[src/rtl/zt_sram_pkg.sv]
package zt_sram_pkg;

    localparam int ZT_AW     = 6;
    localparam int ZT_LANES  = 2;
    localparam int ZT_LANE_W = 8;
    localparam int ZT_DW     = ZT_LANES * ZT_LANE_W;
    localparam int ZT_BEATS  = 4;
    localparam int ZT_BW     = $clog2(ZT_BEATS);

    typedef enum logic {
        ORD_WRAP = 1'b0,
        ORD_XOR  = 1'b1
    } burst_order_e;

    typedef struct packed {
        logic                vld;
        logic                wr;
        logic [ZT_AW-1:0]    addr;
        logic [ZT_LANES-1:0] lanes;
    } zt_op_t;

    // low-bit offset of a burst beat
    function automatic logic [ZT_BW-1:0] beat_offset(
        input logic [ZT_BW-1:0] start,
        input logic [ZT_BW-1:0] beat,
        input burst_order_e     ord
    );
        return (ord == ORD_XOR) ? (start ^ beat) : (start + beat);
    endfunction

    function automatic logic [ZT_AW-1:0] beat_addr(
        input logic [ZT_AW-1:0] base,
        input logic [ZT_BW-1:0] beat,
        input burst_order_e     ord
    );
        logic [ZT_AW-1:0] a;
        a            = base;
        a[ZT_BW-1:0] = beat_offset(base[ZT_BW-1:0], beat, ord);
        return a;
    endfunction

    // replace the enabled lanes of old_w with those of new_w
    function automatic logic [ZT_DW-1:0] lane_merge(
        input logic [ZT_DW-1:0]    old_w,
        input logic [ZT_DW-1:0]    new_w,
        input logic [ZT_LANES-1:0] lanes
    );
        logic [ZT_DW-1:0] r;
        r = old_w;
        for (int i = 0; i < ZT_LANES; i++) begin
            if (lanes[i]) r[i*ZT_LANE_W +: ZT_LANE_W] = new_w[i*ZT_LANE_W +: ZT_LANE_W];
        end
        return r;
    endfunction

endpackage

[src/rtl/zt_issue.sv]
module zt_issue
    import zt_sram_pkg::*;
(
    input  logic                clk,
    input  logic                rst,
    input  logic                step,
    input  logic                sleep,
    input  logic                adv,
    input  logic                sel_ok,
    input  logic [ZT_AW-1:0]    addr,
    input  logic                rd_wr,
    input  logic [ZT_LANES-1:0] lane_we_n,
    input  logic                order_il,
    output zt_op_t              cur_op
);

    zt_op_t           base_q, base_d, op_d;
    logic             live_q, live_d;
    logic [ZT_BW-1:0] beat_q, beat_d;
    burst_order_e     ord_q, ord_d;

    always_comb begin
        op_d   = '0;
        base_d = base_q;
        live_d = live_q;
        beat_d = beat_q;
        ord_d  = ord_q;
        if (sleep) begin
            live_d = 1'b0;
        end else if (!adv) begin
            if (sel_ok) begin
                op_d.vld   = 1'b1;
                op_d.wr    = ~rd_wr;
                op_d.addr  = addr;
                op_d.lanes = ~lane_we_n;
                base_d     = op_d;
                live_d     = 1'b1;
                beat_d     = '0;
                ord_d      = burst_order_e'(order_il);
            end else begin
                live_d = 1'b0;
            end
        end else if (live_q) begin
            beat_d    = beat_q + 1'b1;
            op_d      = base_q;
            op_d.addr = beat_addr(base_q.addr, beat_d, ord_q);
        end
    end

    always_ff @(posedge clk) begin
        if (rst) begin
            cur_op <= '0;
            base_q <= '0;
            live_q <= 1'b0;
            beat_q <= '0;
            ord_q  <= ORD_WRAP;
        end else if (step) begin
            cur_op <= op_d;
            base_q <= base_d;
            live_q <= live_d;
            beat_q <= beat_d;
            ord_q  <= ord_d;
        end
    end

endmodule

[src/rtl/zt_mem_lanes.sv]
module zt_mem_lanes #(
    parameter int AW     = 6,
    parameter int LANES  = 2,
    parameter int LANE_W = 8
) (
    input  logic                    clk,
    input  logic                    wr_en,
    input  logic [AW-1:0]           wr_addr,
    input  logic [LANES-1:0]        wr_lanes,
    input  logic [LANES*LANE_W-1:0] wr_data,
    input  logic [AW-1:0]           rd_addr,
    output logic [LANES*LANE_W-1:0] rd_data
);

    localparam int DEPTH = 1 << AW;

    for (genvar g = 0; g < LANES; g++) begin : g_lane
        logic [LANE_W-1:0] store [DEPTH];

        always_ff @(posedge clk) begin
            if (wr_en && wr_lanes[g]) store[wr_addr] <= wr_data[g*LANE_W +: LANE_W];
        end

        assign rd_data[g*LANE_W +: LANE_W] = store[rd_addr];
    end

endmodule

[src/rtl/zt_read_port.sv]
module zt_read_port
    import zt_sram_pkg::*;
(
    input  logic             clk,
    input  logic             rst,
    input  logic             step,
    input  logic             rd_pend,
    input  logic [ZT_AW-1:0] rd_addr,
    input  zt_op_t           phase_op,
    input  logic [ZT_DW-1:0] array_q,
    input  logic [ZT_DW-1:0] bus_in,
    output logic [ZT_DW-1:0] rd_q
);

    logic             fwd_hit;
    logic [ZT_DW-1:0] fresh;

    // a write finishing on this edge to the same word must be seen
    always_comb begin
        fwd_hit = phase_op.vld && phase_op.wr && (phase_op.addr == rd_addr);
        fresh   = fwd_hit ? lane_merge(array_q, bus_in, phase_op.lanes) : array_q;
    end

    always_ff @(posedge clk) begin
        if (rst)                  rd_q <= '0;
        else if (step && rd_pend) rd_q <= fresh;
    end

endmodule

[src/rtl/zt_burst_sram.sv]
module zt_burst_sram
    import zt_sram_pkg::*;
(
    input  logic                clk,
    input  logic                rst,
    input  logic [ZT_AW-1:0]    addr,
    input  logic                rd_wr,
    input  logic [ZT_LANES-1:0] lane_we_n,
    input  logic                sel_n_a,
    input  logic                sel_b,
    input  logic                sel_n_c,
    input  logic                clk_en_n,
    input  logic                adv_nld,
    input  logic                order_il,
    input  logic                out_en_n,
    input  logic                sleep,
    input  logic [ZT_DW-1:0]    dq_in,
    output logic [ZT_DW-1:0]    dq_out,
    output logic                dq_oe
);

    logic             step;
    logic             ce_ok;
    zt_op_t           p1, p2;
    logic [ZT_DW-1:0] array_q;
    logic             wr_fire;

    assign step    = ~clk_en_n;
    assign ce_ok   = ~sel_n_a & sel_b & ~sel_n_c;
    assign wr_fire = step & p2.vld & p2.wr;

    zt_issue u_issue (
        .clk       (clk),
        .rst       (rst),
        .step      (step),
        .sleep     (sleep),
        .adv       (adv_nld),
        .sel_ok    (ce_ok),
        .addr      (addr),
        .rd_wr     (rd_wr),
        .lane_we_n (lane_we_n),
        .order_il  (order_il),
        .cur_op    (p1)
    );

    always_ff @(posedge clk) begin
        if (rst)       p2 <= '0;
        else if (step) p2 <= p1;
    end

    zt_mem_lanes #(
        .AW     (ZT_AW),
        .LANES  (ZT_LANES),
        .LANE_W (ZT_LANE_W)
    ) u_mem (
        .clk      (clk),
        .wr_en    (wr_fire),
        .wr_addr  (p2.addr),
        .wr_lanes (p2.lanes),
        .wr_data  (dq_in),
        .rd_addr  (p1.addr),
        .rd_data  (array_q)
    );

    zt_read_port u_rport (
        .clk      (clk),
        .rst      (rst),
        .step     (step),
        .rd_pend  (p1.vld & ~p1.wr),
        .rd_addr  (p1.addr),
        .phase_op (p2),
        .array_q  (array_q),
        .bus_in   (dq_in),
        .rd_q     (dq_out)
    );

    assign dq_oe = p2.vld & ~p2.wr & ~out_en_n & ~sleep;

endmodule

[config.mk]
export PLATFORM = sky130hd
export DESIGN_NAME = zt_burst_sram
export DESIGN_NICKNAME = d
export VERILOG_FILES = /design/src/rtl/zt_sram_pkg.sv /design/src/rtl/zt_issue.sv /design/src/rtl/zt_mem_lanes.sv /design/src/rtl/zt_read_port.sv /design/src/rtl/zt_burst_sram.sv
export SDC_FILE = /design/constraint.sdc
export NUM_CORES = 1
export LEC_CHECK = 0
export BUFFER_PORTS_ARGS = -buffer_cell sky130_fd_sc_hd__buf_2
export CORE_MARGIN = 3
export CORE_UTILIZATION = 57
export DETAILED_ROUTE_END_ITERATION = 10
export PLACE_DENSITY_LB_ADDON = 0.08
export SETUP_SLACK_MARGIN = 0.3
export SYNTH_ARGS = -nofsm -noshare
export SYNTH_HDL_FRONTEND = slang
export SYNTH_SLANG_ARGS = --single-unit
[constraint.sdc]
create_clock -name clk -period 2.15 [get_ports clk]
set_input_delay 0.215 -clock clk [delete_from_list [all_inputs] [get_ports clk]]
set_output_delay 0.215 -clock clk [all_outputs]
set_load 0.005 [all_outputs]
# Yosys cells after proc, flatten, opt, wreduce, memory -nomap -nowiden
# Memories as Yosys holds them, arrays and structs flattened. A register that Yosys moved wholly into a read port is not among the register bits.
# Index checks and enable logic that the tools add are counted.
# classes
add_sub_neg,2
eq_ne,3
n_mux,22
bitwise,19
n_reduce_logical,9
# op_table
op,n
$mux 10,4
$mux 6,4
$mux 16,1
$mux 8,2
$not 1->1,9
$and 1x1->1,8
$mux 2,4
$reduce_and 4->1,2
$mux 1,7
$eq 6x6->1,1
$logic_and 1x1->1,5
$ne 2x1->1 const B,2
$add 2x1->2 const B,1
$add 2x2->2,1
$not 2->2,1
$reduce_and 2->1,1
$reduce_bool 2->1,1
$xor 2x2->2,1
# word_totals
register_bits,50
ramBits,1024
in_bits,35
out_inout_bits,17
word_cells,73
memories,2
# mem_list
name,depth,width,read_ports,rd_clocked_by_memory_dff,wr,line_no,text
u_mem.g_lane[0].store,64,8,1,1,1,zt_mem_lanes.sv:18,logic [LANE_W-1:0] store [DEPTH];
u_mem.g_lane[1].store,64,8,1,1,1,zt_mem_lanes.sv:18,

# Depth between registers and ports, before layout
# depth
word_depth,8
mapped_depth,12
mapped_depth_nobuf,7

# Hierarchy
# A second synthesis with hierarchy kept.
# hier_totals
cells_unflattened,2171
area_unflattened_um2,42465.7
# by_module_without_submodules
module,instances,cells_each,area_each_um2,seq_area_each_um2
zt_mem_lanes,1,1906,40123.5,30749.5
zt_read_port,1,126,1029.7,320.3
zt_issue,1,102,923.4,480.5
zt_burst_sram,1,37,389.1,200.2

# Worst setup path after synthesis
# OpenSTA, ideal clock, no wires.
# synth_timing
kind,reg-to-reg
startpoint,register with a tool-made name
endpoint,register u_rport.rd_q[5]
setup_ns,0.130
arrival_ns,2.195
required_time_ns,2.020
slack_ns,-0.175
path_stages_with_launch,9
n_path_buf,4
period_less_slack_ns,2.325
path_cell_list,dfxtp_1 -> buf_6 -> buf_6 -> buf_6 -> buf_6 -> mux4_2 -> mux4_2 -> a211oi_1 -> o22ai_1
# synth_rtl
element,line_no,text
"end signal, assigned",zt_read_port.sv:26,else if (step && rd_pend) rd_q <= fresh;
"end, declared",zt_read_port.sv:12,output logic [ZT_DW-1:0] rd_q

==> metrics.csv <==
stage;metric;value;unit
route;dr.pass1.iters;5;
global_route;grt_pass1_wl;153;mm
finish;antennaDiodeCount;0;
timing;hold_viol_final;0;
timing;setup_viol;16;
timing;period_share;115;%
synthesis;ys_seq_elements;1080;
global_route;track_usage;27.6;%
finish;nNetsFinal;2566;
placed_design;dp.cells;3309;
worst_setup_path;path_class;reg -> reg;
synthesis;synth_edf_count;1024;
worst_setup_path;reg2reg_slack;-0.32;ns
route;ant_nets;0;
global_route;grt_max_degree;47;
cts;cts_tree;done;
worst_setup_path;worst_setup_path_end_kind;flip-flop;
route;wl;106;mm
route;via_per_inst;6.34;
cts;numCtsBuffers;106;
route;drt_iter0_markers;2607;
synthesis;async_flop_share;0;%
status;status;complete, but fails checks;
timing;fin_skew;0.0159;ns
finish;area_growth;21.4;%
worst_setup_path;cp.required;2.67;ns
die;core;0.0731;mm^2
route;drc;0;
cts;ctsHtreeMaxLevel;3;
die;die_height;278;um
cts;insertion_delay;0.66;ns
timing;worst_pin_slew;0.645;ns
pwr;p_per_area;806;mW/mm^2
synthesis;syn_avg_cell_area;20.3;um^2
cts;cts.sink_count;1080;
global_route;grt_antenna_before_repair;2;
worst_setup_path;cp.arrival;2.99;ns
worst_setup_path;rr_worst_depth;10;
global_route;gr-total-overflow;0;
die;std_cell_rows;99;
die;initial_utilization;57.6;%
hold_path;hold_path_end;u_mem.g_lane[1].store[5][6];
timing;slew_viol_final;0;
synthesis;seq_area_frac_synth;75.7;%
worst_setup_path;cp_max_fo;7;
finish;fin_util;69.9;%
hold_path;hold_start;dq_in[14];
timing;period_minus_slack;2.47;ns
flow_run;max_cap_violations;0;
placed_design;port_buffers;51;
placed_design;pre_cts_ws;-0.447;ns
pwr;leakage;16.4;nW
status;violations;setup timing;
finish;finish.instance_area;0.0511;mm^2
worst_setup_path;timing.rr.end;u_rport.rd_q[10];
timing;max_freq;0.405;GHz
global_route;grt_pass1_vias;22700;
synthesis;syn_inst;2079;
pwr;peakVddDrop;0.000542;V
hold_path;whs_path_depth;1;
route;routed-via-count;22700;
timing;final.setup.tns;-4.01;ns
cts;cts_buffer_depth;3;
finish;n_fill_cell;4585;
die;fp.dieW;278;um
die;dieArea;0.0772;mm^2
synthesis;synthDistinctLibCells;61;
placed_design;place_congestion;0.844;
timing;maxSlewHeadroom;56.9;%
timing;fin_ws;-0.320;ns
synthesis;synth_flop_cell;edfxtp_1;
pwr;power;41.2;mW
placed_design;dpl_cell_area;0.0461;mm^2
cts;clk_pin_slew;0.06;ns
synthesis;syn_area;0.0421;mm^2
die;pin_count;52;
synthesis;ys_warn_count;0;
route;wire_per_inst;29.7;um
hold_path;hold_path_class;in -> reg;
timing;fin_hold_ws;0.0383;ns
synthesis;syn_nets;2115;
worst_setup_path;cp-start-kind;flip-flop;
finish;drive_gt1_share;37.8;%
finish;finalNonFillerCells;3576;
cts;cts_root_buf;clkbuf_16;
placed_design;dp_hpwl;67.3;mm
timing;rsz0062_at_grt;yes;
-- metal layers --
layer	wire (um)	share of wire [%]	up-vias	GRT usage [%]
li1	-	-	9454	-
met1	43700	41	11900	41.1
met2	49800	47	1127	41.5
met3	9810	9.2	195	6.31
met4	2890	2.7	0	8.65
met5	0	0	-	0
-- power breakdown --
part	internal, mW	leakage (nW)	switching, mW
clock	9.88	1.59	7.59
combinational	0.213	5.13	0.484
sequential	23.0	9.66	0.00711
-- cell usage after synthesis, drive strengths merged (2+ instances only) --
cell type,instances,area [um^2]
nand3,32,160
mux2i,96,961
a21oi,40,200
nor2b,12,75.1
nand2b,5,31.3
nor3b,2,15.0
xor2,6,52.6
mux2,5,56.3
a221oi,6,52.6
a2111oi,8,72.6
nor3,7,35.0
o211ai,11,82.6
dfxtp,56,1120
a22o,5,43.8
a211oi,18,135
buf,62,490
edfxtp,1024,30700
or4,3,22.5
and2,18,113
o2111ai,2,17.5
and3,7,43.8
clkbuf,58,221
nand2,65,244
nand3b,4,30.0
o21ai,4,20.0
nor2,186,698
a22oi,35,263
mux4,256,5770
xnor2,3,26.3
inv,5,18.8
a31oi,6,37.5
nor4,3,18.8
a21o,2,15.0
nand4,2,12.5
o22ai,8,50.1
o2bb2ai,2,17.5
-- worst max-delay path: stages (launching register included) --
cell,delay [ns]
dfxtp_4,0.39
buf_12,0.17
buf_12,0.13
buf_6,0.10
buf_12,0.12
buf_6,0.09
mux4_2,0.55
a211oi_2,0.31
a21oi_2,0.09
a22oi_2,0.25
a2111oi_2,0.12
-- sequential cells by signal, summed over array words and instances, names as in the netlist, named ones only --
signal	count
u_issue.beat_q	2
p2	10
u_mem.g_lane.store	1024
u_issue.base_q	10
u_issue.live_q	1
u_issue.ord_q	1
u_issue.cur_op	10
u_rport.rd_q	16
-- final cells by class --
class | instances | area (um^2) | share of cell area [%]
Sequential cell | 1080 | 31900 | 62.4
Multi-Input combinational cell | 874 | 10200 | 19.9
Timing Repair Buffer | 463 | 4560 | 8.92
Clock buffer | 137 | 2840 | 5.56
Tap cell | 959 | 1200 | 2.35
Clock inverter | 58 | 418 | 0.818
Inverter | 5 | 18.8 | 0.0367
-- layout by cell type (no fill, tap or decap), types with 11 or more instances in the layout --
cell and n:
dfxtp_1 48, mux4_2 256, nor2_2 38, a21oi_1 36, a22oi_1 27, buf_2 51, clkinv_1 23, clkbuf_16 115
buf_4 279, clkinv_2 22, buf_6 42, dlygate4sd3_1 17, o211ai_1 11, buf_12 52, nand2_1 50, edfxtp_1 1024
nor2_1 119, mux2i_1 96, and2_1 15, clkbuf_1 26, nand3_1 28, nor2_4 29
-- cell families (layout without fill, tap and decap cells) --
| family | count (synthesis) | in the layout | share of synthesized area (%) |
|---|---|---|---|
| AND/OR/NAND/NOR | 351 | 351 | 3.66 |
| buffers and inverters | 125 | 663 | 1.74 |
| AO/OA/AOI/OAI | 156 | 156 | 2.58 |
| flip-flops | 1080 | 1080 | 75.7 |
| XOR/XNOR | 9 | 9 | 0.187 |
| multiplexers | 357 | 357 | 16.1 |
| adder cells (fa/ha/maj) | 1 | 1 | 0.0297 |
-- worst max-delay path by stage --
stage | endpoint | slack [ns] | cells past startpoint
6_report | u_rport.rd_q[10] | -0.32 | 10
5_1_grt | u_rport.rd_q[6] | -0.41 | 8
4_1_cts | u_rport.rd_q[6] | -0.32 | 8
3_5_place_dp | u_rport.rd_q[6] | -0.45 | 7
3_3_place_gp | u_rport.rd_q[5] | -0.41 | 7
2_1_floorplan | u_rport.rd_q[5] | -0.06 | 8
-- repair_timing --
| action | CTS | global route |
|---|---|---|
| cloned | 5 | 7 |
| gates resized for setup | 89 | 115 |
| buffers inserted | 27 | 16 |
| hold buffers | 17 | 0 |
| setup endpoints to repair | 500 | 868 |
| pin swaps | 29 | 31 |
| hold endpoints to repair | 75 | 0 |
Note: power is estimated with default switching activity, not from simulation.
